<file path="config.mk">
export PLATFORM = sky130hd
export DESIGN_NAME = banked_nv_store
export DESIGN_NICKNAME = d
export VERILOG_FILES = /design/src/rtl/nvs_pkg.sv /design/src/rtl/nvs_ctrl.sv /design/src/rtl/nvs_datapath.sv /design/src/rtl/banked_nv_store.sv
export SDC_FILE = /design/constraint.sdc
export NUM_CORES = 1
export LEC_CHECK = 0
export BUFFER_PORTS_ARGS = -buffer_cell sky130_fd_sc_hd__clkbuf_2
export CORE_MARGIN = 2
export CORE_UTILIZATION = 60
export CTS_CLUSTER_DIAMETER = 100
export DETAILED_ROUTE_END_ITERATION = 16
export PLACE_DENSITY = 0.79
export SYNTH_ARGS = -nofsm -noshare
export SYNTH_HDL_FRONTEND = slang
export SYNTH_SLANG_ARGS = --single-unit
</file>
<file path="constraint.sdc">
create_clock -name clk -period 3.05 [get_ports clk]
set_input_delay 0.61 -clock clk [delete_from_list [all_inputs] [get_ports clk]]
set_output_delay 0.61 -clock clk [all_outputs]
set_load 0.005 [all_outputs]
</file>
<file path="src/rtl/nvs_pkg.sv">
package nvs_pkg;
  // Control-to-datapath strobes
  typedef struct packed {
    logic commit;   // write commitData into register commitIdx this edge
    logic load;     // capture addressed bank 0 register for the wiper
  } nvsStrobe_t;
endpackage

</file>
<file path="src/rtl/nvs_ctrl.sv">
module nvs_ctrl
  import nvs_pkg::*;
#(
  parameter int BANKS         = 4,
  parameter int REGS_PER_BANK = 4,
  parameter int DATA_W        = 8,
  parameter int BUSY_CYCLES   = 1000000,
  localparam int BANK_W  = $clog2(BANKS),
  localparam int REG_W   = $clog2(REGS_PER_BANK),
  localparam int ENTRIES = BANKS * REGS_PER_BANK,
  localparam int IDX_W   = $clog2(ENTRIES),
  localparam int CNT_W   = $clog2(BUSY_CYCLES + 1)
) (
  input  logic              clk,
  input  logic              rstN,
  input  logic              frameStart,
  input  logic              frameEnd,
  input  logic              wrReq,
  input  logic              storeReq,
  input  logic              loadReq,
  input  logic [BANK_W-1:0] bankSel,
  input  logic [REG_W-1:0]  regSel,
  input  logic [DATA_W-1:0] wrData,
  input  logic [DATA_W-1:0] wiperIn,
  input  logic              wpN,
  output logic [IDX_W-1:0]  reqIdx,
  output logic [IDX_W-1:0]  commitIdx,
  output logic [DATA_W-1:0] commitData,
  output logic              wip,
  output nvsStrobe_t        stb
);

  logic             pendValid;
  logic [CNT_W-1:0] busyCnt;
  logic             bankZero;
  logic             startCommit;

  assign reqIdx      = IDX_W'(bankSel) * IDX_W'(REGS_PER_BANK) + IDX_W'(regSel);
  assign bankZero    = (bankSel == '0);
  assign startCommit = frameEnd && pendValid && wpN && !wip;

  // Pending store capture; a frame boundary always clears it
  always_ff @(posedge clk) begin
    if (!rstN) begin
      pendValid  <= 1'b0;
      commitIdx  <= '0;
      commitData <= '0;
    end else if (frameStart || frameEnd) begin
      pendValid <= 1'b0;
    end else if (!wip && wrReq) begin
      pendValid  <= 1'b1;
      commitIdx  <= reqIdx;
      commitData <= wrData;
    end else if (!wip && storeReq && bankZero) begin
      pendValid  <= 1'b1;
      commitIdx  <= reqIdx;
      commitData <= wiperIn;
    end
  end

  // Busy timer
  always_ff @(posedge clk) begin
    if (!rstN) begin
      wip     <= 1'b0;
      busyCnt <= '0;
    end else if (startCommit) begin
      wip     <= 1'b1;
      busyCnt <= CNT_W'(BUSY_CYCLES);
    end else if (wip) begin
      if (busyCnt == CNT_W'(1)) wip <= 1'b0;
      else                      busyCnt <= busyCnt - CNT_W'(1);
    end
  end

  always_comb begin
    stb.commit = wip && (busyCnt == CNT_W'(1));
    stb.load   = loadReq && bankZero;
  end

  initial begin
    if (BUSY_CYCLES < 1) $error("BUSY_CYCLES must be at least 1");
  end

  a_r5_wp_blocks_commit: assert property (@(posedge clk) disable iff (!rstN)
    (frameEnd && !wpN && !wip) |=> !wip);

  a_r6_nothing_pending_when_busy: assert property (@(posedge clk) disable iff (!rstN)
    wip |-> !pendValid);

  a_r4_flag_drops_after_commit: assert property (@(posedge clk) disable iff (!rstN)
    stb.commit |=> !wip);

endmodule

</file>
<file path="src/rtl/nvs_datapath.sv">
module nvs_datapath
  import nvs_pkg::*;
#(
  parameter int BANKS         = 4,
  parameter int REGS_PER_BANK = 4,
  parameter int DATA_W        = 8,
  parameter logic [DATA_W-1:0] RESET_VAL = '0,
  localparam int ENTRIES = BANKS * REGS_PER_BANK,
  localparam int IDX_W   = $clog2(ENTRIES)
) (
  input  logic              clk,
  input  logic              rstN,
  input  nvsStrobe_t        stb,
  input  logic [IDX_W-1:0]  reqIdx,
  input  logic [IDX_W-1:0]  commitIdx,
  input  logic [DATA_W-1:0] commitData,
  output logic [DATA_W-1:0] rdData,
  output logic [DATA_W-1:0] recallVal,
  output logic              wiperLoad,
  output logic [DATA_W-1:0] wiperLoadVal
);

  logic [DATA_W-1:0] regFile [ENTRIES];

  always_ff @(posedge clk) begin
    if (!rstN) begin
      for (int i = 0; i < ENTRIES; i++) regFile[i] <= RESET_VAL;
    end else if (stb.commit) begin
      regFile[commitIdx] <= commitData;
    end
  end

  always_ff @(posedge clk) begin
    if (!rstN) begin
      wiperLoad    <= 1'b0;
      wiperLoadVal <= '0;
    end else begin
      wiperLoad <= stb.load;
      if (stb.load) wiperLoadVal <= regFile[reqIdx];
    end
  end

  assign rdData    = regFile[reqIdx];
  assign recallVal = regFile[0];

  a_r9_recall_only_moves_on_commit: assert property (@(posedge clk) disable iff (!rstN)
    !stb.commit |=> $stable(recallVal));

  a_r8_load_needs_request: assert property (@(posedge clk) disable iff (!rstN)
    wiperLoad |-> $past(stb.load));

endmodule

</file>
<file path="src/rtl/banked_nv_store.sv">
module banked_nv_store
  import nvs_pkg::*;
#(
  parameter int BANKS         = 4,
  parameter int REGS_PER_BANK = 4,
  parameter int DATA_W        = 8,
  parameter int BUSY_CYCLES   = 1000000,
  parameter logic [DATA_W-1:0] RESET_VAL = 8'h80,
  localparam int BANK_W  = $clog2(BANKS),
  localparam int REG_W   = $clog2(REGS_PER_BANK),
  localparam int IDX_W   = $clog2(BANKS * REGS_PER_BANK)
) (
  input  logic              clk,
  input  logic              rstN,
  input  logic              frameStart,
  input  logic              frameEnd,
  input  logic              wrReq,
  input  logic              storeReq,
  input  logic              loadReq,
  input  logic [BANK_W-1:0] bankSel,
  input  logic [REG_W-1:0]  regSel,
  input  logic [DATA_W-1:0] wrData,
  input  logic [DATA_W-1:0] wiperIn,
  input  logic              wpN,
  output logic [DATA_W-1:0] rdData,
  output logic              wip,
  output logic [DATA_W-1:0] recallVal,
  output logic              wiperLoad,
  output logic [DATA_W-1:0] wiperLoadVal
);

  nvsStrobe_t        stb;
  logic [IDX_W-1:0]  reqIdx;
  logic [IDX_W-1:0]  commitIdx;
  logic [DATA_W-1:0] commitData;

  nvs_ctrl #(
    .BANKS(BANKS), .REGS_PER_BANK(REGS_PER_BANK),
    .DATA_W(DATA_W), .BUSY_CYCLES(BUSY_CYCLES)
  ) uCtrl (
    .clk(clk), .rstN(rstN), .frameStart(frameStart), .frameEnd(frameEnd),
    .wrReq(wrReq), .storeReq(storeReq), .loadReq(loadReq),
    .bankSel(bankSel), .regSel(regSel), .wrData(wrData), .wiperIn(wiperIn),
    .wpN(wpN), .reqIdx(reqIdx), .commitIdx(commitIdx), .commitData(commitData),
    .wip(wip), .stb(stb)
  );

  nvs_datapath #(
    .BANKS(BANKS), .REGS_PER_BANK(REGS_PER_BANK),
    .DATA_W(DATA_W), .RESET_VAL(RESET_VAL)
  ) uData (
    .clk(clk), .rstN(rstN), .stb(stb), .reqIdx(reqIdx),
    .commitIdx(commitIdx), .commitData(commitData),
    .rdData(rdData), .recallVal(recallVal),
    .wiperLoad(wiperLoad), .wiperLoadVal(wiperLoadVal)
  );

endmodule

</file>
# Yosys cells after proc, flatten, opt, wreduce, memory -nomap -nowiden
# Memories as Yosys holds them, arrays and structs flattened.
# Cells that the tools add are included.
word_totals:
  out_inout_bits: 26
  ff_bits: 43
  n_memories: 1
  inputBits: 28
  word_cells: 54
  ramBits: 128
classes:
  eq_ne: 2
  mux: 19
  bitwise_logic: 3
  reduce_logical: 19
  addsub: 2
memory_table:
  columns: ["memory", "words", "word_bits", "rd", "rd_clocked_by_memory_dff", "wr", "line_no", "source"]
  rows:
  - ["uData.regFile", 16, 8, 2, 0, 16, "nvs_datapath.sv:23", "logic [DATA_W-1:0] regFile [ENTRIES];"]
ops:
  columns: ["cell", "count"]
  rows:
  - ["$mux 20", 3]
  - ["$mux 8", 3]
  - ["$eq 20x1->1 const B", 1]
  - ["$sub 20x1->20 const B", 1]
  - ["$mux 4", 3]
  - ["$mux 1", 10]
  - ["$logic_and 1x1->1", 8]
  - ["$reduce_or 8->1", 1]
  - ["$reduce_and 2->1", 3]
  - ["$add 4x2->4", 1]
  - ["$reduce_bool 2->1", 2]
  - ["$reduce_or 2->1", 2]
  - ["$not 1->1", 3]
  - ["$logic_not 2->1", 1]
  - ["$ne 2x1->1 const B", 1]
  - ["$logic_not 1->1", 1]
  - ["$logic_or 1x1->1", 1]

# Depth between registers and ports, before layout
# Gate-level depths: netlist (run 1).
logic_depth:
  depth_word: 7
  depth_mapped: 9
  depth_no_buf: 6

# Cells and area by module
# Synthesis (run 1) repeated with hierarchy kept, for this count alone.
hier_totals:
  hier_cells: 633
  area_unflattened_um2: 7992.7
modules_own_cells:
  columns: ["module", "n_inst", "area_each_um2", "cells_each"]
  rows:
  - ["nvs_datapath", 1, 6323.6, 450]
  - ["nvs_ctrl", 1, 1669.1, 183]

# Worst setup path before layout (run 1)
# OpenSTA, ideal clock, no wires.
synth_timing:
  path_kind: "input-to-output"
  startpoint: "in regSel[0]"
  endpoint: "out rdData[0]"
  n_path_buf: 2
  path_stages: 4
  setup_slack_ns: 0.244
  t_arrival_ns: 2.196
  path_cell_list: "clkbuf_1 -> buf_2 -> mux4_2 -> mux4_2"
synth_between:
  elab_chain_cells: 2
synth_rtl:
  columns: ["element", "line_no", "source"]
  rows:
  - ["start, declared", "banked_nv_store.sv:21", "input logic [REG_W-1:0] regSel,"]
  - ["$add 4x2->4", "nvs_ctrl.sv:38", "assign reqIdx = IDX_W'(bankSel) * IDX_W'(REGS_PER_BANK) + IDX_W'(regSel);"]
  - ["$mem_v2 16x8", null, null]
  - ["end, declared", "banked_nv_store.sv:25", "output logic [DATA_W-1:0] rdData,"]
# Every way passes these cells.

# Final worst setup path (run 1)
layout_timing:
  startpoint: "in regSel[0]"
  endpoint: "out rdData[4]"
# Same word-level chain as after synthesis.

==> impl_metrics.yaml, run 1 <==
logic_synthesis:
  synth_top_area_share_pct: 48.82
  synthesis.nets: 665
  yosys.cell_types.count: 45
  yosys-top-cells-area: "edfxtp_1, mux4_2, dfxtp_1"
  yosys_warnings: 0
  synth_top_area_cell: "edfxtp_1"
  synth-seq-area-share_pct: 59.76
  syn_avg_cell_area_um2: 12.40
  synth_cells: 635
  synth-edff-count: 128
  syn_area_mm2: 0.007873
  ys.flop_type: "edfxtp_1"
  synth-seq-cells: 171
  synthArstFlopShare_pct: 0
setup_path:
  max_stage_delay_ps: 530
  cp_cell_sequence: "clkbuf_2 > buf_12 > mux4_2 > mux4_2 > clkbuf_2"
  worst-path-buf-inv: 3
  required_ps: 2440
  crit_arrival_ps: 2270
  cp_slowest_cell: "mux4_2"
  end_kind: "primary output"
  path_class: "in2out"
  critPathLaunch: "regSel[0]"
  cp_top_family: "multiplexers"
  reg2reg_slack_ps: 310
  critPathLaunchType: "primary input"
  r2r_end: "uData.regFile[13][0]"
  critPathMaxFanout: 18
  r2r-start: "uCtrl.busyCnt[1]"
  ff2ff_path_depth: 7
floorplanning:
  dieArea_mm2: 0.01405
  core_mm2: 0.01272
  start_util_pct: 61.88
  rows: 41
  die_x_um: 118.5
  ios: 54
  die_h_um: 118.5
sta:
  min_period_ps: 2877
  slew_viol_final: 0
  min_period_over_period_pct: 94.33
  max_freq_mhz: 347.6
  rsz0062_at_grt: "false"
  setup_violations: 0
  relSlewSlack_pct: 40.59
  fin_tns_setup_ps: 0
  worst_pin_slew_ps: 889.9
  report.final.hold_viol_count: 0
  hold_ws_ps: 462.5
  finalClockSkew_ps: 7.612
route:
  vias: 5922
  wl_mm: 21.46
  drt_iter0_markers: 1020
  viasPerCell: 6.791
  drc: 0
  ant_nets: 0
  post_drt_wl_per_cell_um: 24.61
  dr.pass1.iters: 5
clock_network:
  worstSkewPairLatency_ps: 430
  ctsResizeCount: 0
  clock_path_buffers: 2
  post_cts_buffers: 0
  cts_tree: "done"
  h-tree-depth: 4
  cts.sinks: 171
  cts-root-buf: "clkbuf_16"
  holdBufCountCts: 0
  cts_made_buffers: 17
  path_clk_slew_ps: 60
layout:
  drive_gt1_share_pct: 23.86
  area_growth_pct: 14.27
  instances_no_fill: 872
  diodes: 0
  fillCellCount: 868
  final_nets: 717
hold_path:
  min_to: "uData.wiperLoadVal[0]"
  hp-start: "uData.wiperLoadVal[0]"
  min_path_type: "reg2reg"
  holdPathStages: 2
power_and_ir_drop:
  p_leak_nw: 2.983
  irDropWorstVdd_v: 0.0004794
  p_per_area_mw_per_mm2: 573.2
  total_power_mw: 5.156
placement:
  placedCellCount: 840
  port-buffer-count: 53
  gp_congestion: 0.9569
  hpwl_mm: 14.62
grt:
  grt_pass1_wl_mm: 33.18
  grt_pass1_vias: 5674
  grt-ovfl-total: 0
  antenna_found_initial: 0
  grt_max_degree: 30
  track_usage_pct: 32.03
status:
  status: "completed"
job:
  max_cap_viol_count: 0
[worst max path at each step]
stage,endpoint,slack [ps],depth (start not counted)
5_1_grt,rdData[4],120,5
3_3_place_gp,rdData[0],240,5
4_1_cts,rdData[4],170,5
6_report,rdData[4],170,5
3_5_place_dp,rdData[2],190,5
2_1_floorplan,rdData[0],240,4
[cell usage in the layout (no fill, tap or decap), types with 2 or more instances in the layout]
cell / instances
mux4_2: 40
buf_4: 31
or3_1: 12
o31ai_1: 9
clkinv_1: 2
or2_2: 3
edfxtp_1: 128
ha_1: 2
nand4_1: 8
nand2b_1: 9
clkinvlp_4: 4
or4_4: 3
clkbuf_1: 2
a31oi_1: 6
nand3_1: 19
bufinv_16: 3
nor4_1: 3
a21oi_1: 20
nor2_1: 84
nor2b_1: 5
mux2i_1: 15
nor3_1: 61
nor3b_1: 2
clkinv_2: 3
dfxtp_1: 43
o21ai_0: 23
or4_1: 15
buf_12: 3
inv_1: 4
nand2_1: 41
clkbuf_2: 53
a211oi_1: 9
clkbuf_16: 17
[cell families (layout without fill, tap and decap cells)]
kind of cell / count (synthesis) / in the layout / share of synthesized area, %
AO/OA/AOI/OAI: 73 / 73 / 5.579
adder cells (fa/ha/maj): 2 / 2 / 0.3178
buffers and inverters: 58 / 123 / 3.163
flip-flops: 171 / 171 / 59.76
multiplexers: 55 / 55 / 13.35
AND/OR/NAND/NOR: 276 / 276 / 17.83
[worst min-delay path, cell delays in order, from the launching register on]
cell and delay (ps):
dfxtp_1 310, nand2_1 50, a21oi_1 50
[synth_stat cells, types with 6 or more instances]
library cell / count
buf_1: 9
nor2_1: 84
or4_1: 15
nand3_1: 19
nor3_1: 61
a211oi_1: 9
a21oi_1: 20
buf_2: 7
nand2b_1: 9
nand2_1: 41
dfxtp_1: 43
clkbuf_1: 35
mux2i_1: 15
edfxtp_1: 128
o21ai_0: 23
nand4_1: 8
a31oi_1: 6
or3_1: 12
o31ai_1: 9
mux4_2: 40
[metrics by stage]
step	util, %	setup slack [ps]	cell area (um^2)
floorplan	-	243.9	7873
global placement	66.12	238.9	8412
detailed placement	66.12	188.6	8412
CTS	70.71	165.2	8996
global route	70.71	116.5	8996
finish	70.71	173.1	8996
[report_power, final]
part	leakage (nW)	internal [mW]	switching, mW
Sequential	1.61	2.56	0.0588
Clock	0.274	1.28	0.860
Combinational	1.10	0.168	0.231
Total	2.98	4.01	1.15
[final cells by class]
type / instances / area [um^2] / area share (%)
clock buffer: 19 / 432.9 / 4.812
clock inverter: 13 / 151.4 / 1.683
multi-input combinational: 406 / 2919 / 32.45
sequential: 171 / 4705 / 52.29
tap: 172 / 215.2 / 2.392
timing repair buffer: 87 / 558.0 / 6.203
inverter: 4 / 15.01 / 0.1669
[routing by layer]
| metal | routed length (um) | global-route usage [%] | part of all wire (%) |
|---|---|---|---|
| met5 | 0 | 0 | 0 |
| met4 | 932 | 14.58 | 4.3 |
| met3 | 3072 | 11.44 | 14 |
| met2 | 9655 | 46.80 | 45 |
| met1 | 7799 | 43.36 | 36 |
[registers in the layout, summed over array words and instances, names as in the netlist]
| register | flops |
|---|---|
| uCtrl.commitData | 8 |
| uCtrl.wip | 1 |
| uData.wiperLoad | 1 |
| uData.regFile | 128 |
| uCtrl.commitIdx | 4 |
| uCtrl.busyCnt | 20 |
| uData.wiperLoadVal | 8 |
| uCtrl.pendValid | 1 |
Note: power is estimated with default switching activity, not from simulation.
==> inputs of run 2 (changes only) <==
Settings changed: CELL_PAD_IN_SITES_DETAIL_PLACEMENT from default to 2, CELL_PAD_IN_SITES_GLOBAL_PLACEMENT from default to 2, CORE_UTILIZATION 60 to 43, CTS_BUF_LIST from default to sky130_fd_sc_hd__clkbuf_4, PLACE_DENSITY 0.79 to default, PLACE_DENSITY_LB_ADDON from default to 0.1.
==> impl_metrics.yaml, run 2 (same netlist as run 1, synthesis figures left out) <==
status:
  status: "completed"
route:
  viasPerCell: 6.353
  post_drt_wl_per_cell_um: 29.76
  wl_mm: 27.92
  vias: 5959
  ant_nets: 0
  drt_iter0_markers: 614
  drc: 0
  dr.pass1.iters: 6
floorplanning:
  die_h_um: 139.3
  dieArea_mm2: 0.01941
  die_x_um: 139.3
  rows: 49
  core_mm2: 0.01796
  ios: 54
  start_util_pct: 43.83
layout:
  regMostFlops: "uData.regFile"
  largest_reg_flops: 128
  fillCellCount: 1809
  largestRegisters: "uData.regFile (128), uCtrl.busyCnt (20)"
  drive_gt1_share_pct: 25.14
  final_cell_mix: "edfxtp_1, nor2_1, nor3_1"
  layout_commonest_cell: "edfxtp_1"
  stdcell_area_mm2: 0.008887
  area_growth_pct: 12.89
  final_nets: 725
sta:
  max_freq_mhz: 343.8
  worst_slack_ps: 141.3
  min_period_over_period_pct: 95.37
  rsz0062_at_grt: "false"
  min_period_ps: 2909
  worst_pin_slew_ps: 949.6
  slew_viol_final: 0
  setup_violations: 0
  fin_tns_setup_ps: 0
  finalClockSkew_ps: 37.30
  report.final.hold_viol_count: 0
  relSlewSlack_pct: 36.61
grt:
  grt_pass1_vias: 6351
  grt-ovfl-total: 0
  grt_max_degree: 34
  antenna_found_initial: 1
  grt_pass1_wl_mm: 41.84
  track_usage_pct: 29.58
setup_path:
  critPathLaunchType: "register"
  end_kind: "register"
  critPathLaunch: "uCtrl.busyCnt[1]"
  critPathMaxFanout: 13
  path_class: "reg2reg"
  r2r-start: "uCtrl.busyCnt[1]"
  required_ps: 3360
  crit_arrival_ps: 3220
power_and_ir_drop:
  irDropWorstVdd_v: 0.0002512
  total_power_mw: 4.591
  p_per_area_mw_per_mm2: 516.6
  p_leak_nw: 2.919
clock_network:
  cts-root-buf: "clkbuf_4"
  h-tree-depth: 4
  cts.sinks: 171
  worstSkewPairLatency_ps: 610
  cts_made_buffers: 17
  post_cts_buffers: 0
  holdBufCountCts: 0
  clock_path_buffers: 2
  cts_tree: "done"
  ctsResizeCount: 0
  path_clk_slew_ps: 150
placement:
  gp_congestion: 0.8450
  place_ws_ps: 208.5
  hpwl_mm: 19.94
  placed_cell_area_mm2: 0.008556
  port-buffer-count: 53
hold_path:
  hp-start: "wiperIn[2]"
  min_path_type: "in2reg"
job:
  max_cap_viol_count: 0
run 2: cell types whose count changed in the layout (fill, tap and decap cells not counted), sizes merged:
cell    previous run  this run
diode              0         1
inv                4         6
buf               34        42
clkbuf            72        71
clkinv             6         4
bufinv             3         4
run 2: final timing paths:
kind	to	slack [ps]	cells after the start
worst max-delay path	uData.regFile[10][3]	140	7
worst max register to register	uData.regFile[10][3]	140	7
worst min register to register	uData.wiperLoadVal[5]	470	2
worst min-delay path	uCtrl.commitData[2]	340	3
run 2: routing by layer:
layer | wire length [um] | GRT usage (%) | vias to the layer above
met2 | 14060 | 49.66 | 221
met4 | 700 | 9.091 | 0
met5 | 0 | 0 | -
met1 | 11530 | 39.43 | 3153
met3 | 1626 | 5.299 | 44
li1 | - | - | 2541
run 2: cell type report:
cell class	instances	area, um^2	share of cell area (%)
sequential	171	4705	52.94
timing repair buffer	95	630.6	7.096
tap	229	286.5	3.224
multi-input combinational	406	2919	32.85
antenna	1	2.502	0.02816
clock inverter	14	193.9	2.182
inverter	4	15.01	0.1689
clock buffer	18	135.1	1.520
run 2: critical path, stage by stage (launching register included):
cell and delay (ps):
dfxtp_1 360, inv_1 100, ha_1 180, or4b_1 650, nor2_4 310, nand3_2 330
o21ai_0 430, buf_4 250
run 2: per-stage QoR:
step | hold slack, ps | cells | util (%)
2_1_floorplan | 452.7 | 635 | -
3_3_place_gp | 443.2 | 905 | 47.63
3_5_place_dp | 455.4 | 905 | 47.63
4_1_cts | 334.1 | 937 | 49.46
5_1_grt | 336.1 | 938 | 49.47
6_report | 343.7 | 938 | 49.47
run 2: power breakdown:
group / internal, mW / switching (mW)
Clock: 0.662 / 0.870
Combinational: 0.176 / 0.267
Sequential: 2.56 / 0.0571
==> inputs of run 3 (changes only) <==
Settings changed: SETUP_SLACK_MARGIN from default to 0.5.
Clock period 3.05 ns to 3.1 ns, I/O delays scaled along.
==> impl_metrics.yaml, run 3 (same netlist as run 1, synthesis figures left out) <==
status:
  status: "completed"
sta:
  rsz0062_at_grt: "true"
  min_period_ps: 2842
  fin_tns_setup_ps: 0
  report.final.hold_viol_count: 0
  finalClockSkew_ps: 32.47
  relSlewSlack_pct: 37.12
  worst_pin_slew_ps: 941.9
  slew_viol_final: 0
  worst_slack_ps: 257.8
  max_freq_mhz: 351.8
  setup_violations: 0
  min_period_over_period_pct: 91.68
setup_path:
  critPathMaxFanout: 1
  r2r_end: "uData.regFile[2][0]"
  required_ps: 2480
  cp_slowest_cell: "mux4_2"
  critPathLaunchType: "register"
  critPathLaunch: "uData.regFile[9][7]"
  max_stage_delay_ps: 530
  path_class: "reg2out"
  endpoint: "rdData[7]"
  r2r-start: "uCtrl.busyCnt[2]"
  crit_arrival_ps: 2220
  reg2reg_slack_ps: 470
  crit_top_cell: "mux4_2"
  worst-path-buf-inv: 1
  ff2ff_path_depth: 6
  cp_num_cells: 3
  end_kind: "primary output"
  cp_top_family: "multiplexers"
  cp_cell_sequence: "mux4_2 > mux4_2 > clkbuf_2"
placement:
  place_ws_ps: 195.5
  port-buffer-count: 53
  hpwl_mm: 18.60
  gp_congestion: 0.7898
  placedCellCount: 900
clock_network:
  holdBufCountCts: 0
  path_clk_slew_ps: 150
  worstSkewPairLatency_ps: 600
  clock_path_buffers: 2
  h-tree-depth: 4
  cts_tree: "done"
  cts.sinks: 171
  cts_made_buffers: 17
  cts-root-buf: "clkbuf_4"
hold_path:
  holdPathStages: 3
  min_path_type: "in2reg"
power_and_ir_drop:
  irDropWorstVdd_v: 0.0002543
  p_per_area_mw_per_mm2: 498.3
  p_leak_nw: 3.016
layout:
  layout_commonest_cell: "edfxtp_1"
  final_cell_mix: "edfxtp_1, nor2_1, nor3_1"
  drive_gt1_share_pct: 27.07
  area_growth_pct: 15.26
  instances_no_fill: 954
  post-route-util_pct: 50.51
  final_nets: 741
  largestRegisters: "uData.regFile (128), uCtrl.busyCnt (20)"
  regMostFlops: "uData.regFile"
  largest_reg_flops: 128
  fillCellCount: 1761
floorplanning:
  core_mm2: 0.01796
  ios: 54
  start_util_pct: 43.83
  die_h_um: 139.3
  rows: 49
  die_x_um: 139.3
  dieArea_mm2: 0.01941
grt:
  grt_pass1_vias: 6324
  grt-ovfl-total: 0
  antenna_found_initial: 1
  grt_pass1_wl_mm: 40.95
  grt_max_degree: 34
  track_usage_pct: 28.81
route:
  post_drt_wl_per_cell_um: 29.06
  wl_mm: 27.72
  drt_iter0_markers: 586
  viasPerCell: 6.282
  dr.pass1.iters: 5
  drc: 0
  vias: 5993
  ant_nets: 0
job:
  max_cap_viol_count: 0
-- run 3: changes by cell type in the layout (fill, tap and decap cells not counted), moves of 2 or more --
| cell | previous run | this run |
|---|---|---|
| buf_4 | 38 | 52 |
| o21ai_0 | 23 | 13 |
| o21ai_1 | 0 | 10 |
| buf_16 | 0 | 3 |
| buf_12 | 4 | 2 |
| clkbuf_4 | 18 | 20 |
| nand3_4 | 0 | 2 |
-- run 3: worst min path at each step --
stage,end,startpoint
3_3_place_gp,uData.wiperLoadVal[2],uData.wiperLoadVal[2]
6_report,uCtrl.commitData[7],wiperIn[7]
3_5_place_dp,uData.wiperLoadVal[1],uData.wiperLoadVal[1]
4_1_cts,uCtrl.pendValid,frameStart
5_1_grt,uCtrl.commitData[7],wiperIn[7]
2_1_floorplan,uData.wiperLoadVal[0],uData.wiperLoadVal[0]
-- run 3: through the flow --
stage               cell area [um^2]  hold slack (ps)  power (mW)
CTS                             8974            328.9       4.499
floorplan                       7898            452.7       2.853
finish                          9074            355.0       4.521
global placement                8493            444.3       3.011
detailed placement              8493            454.3       3.039
global route                    9074            335.7       4.645
-- run 3: power by group --
part	switching [mW]	leakage (nW)	internal (mW)
combinational	0.271	1.23	0.200
clock	0.817	0.168	0.662
sequential	0.0532	1.61	2.52
-- run 3: cell type report --
| cell class | instances | area, um^2 | share of cell area, % |
|---|---|---|---|
| repair buffers | 111 | 798.3 | 8.798 |
| clock inverters | 12 | 170.2 | 1.875 |
| diodes | 1 | 2.502 | 0.02758 |
| well taps | 229 | 286.5 | 3.158 |
| flip-flops and latches | 171 | 4705 | 51.85 |
| clock buffers | 20 | 150.1 | 1.655 |
| inverters | 4 | 15.01 | 0.1655 |
| multi-input cells | 406 | 2947 | 32.47 |
-- run 3: worst min-delay path: cells and delay by family --
family	cells	cell delay, ps
multiplexers	1	110
buffers and inverters	1	80
AO/OA/AOI/OAI	1	100
-- run 3: repair_timing --
item / 4_1_cts / 5_1_grt
pin swaps: 0 / 2
setup endpoints to repair: 181 / 98
cloned: 3 / 0
gates resized for setup: 8 / 4
buffers inserted: 7 / 11
-- run 3: routing by layer --
metal / part of all wire, % / global-route usage [%] / routed length [um]
met1: 42 / 38.53 / 11520
met2: 49 / 46.96 / 13550
met3: 6.2 / 5.781 / 1709
met4: 3.3 / 10.58 / 906
met5: 0.16 / 0 / 45
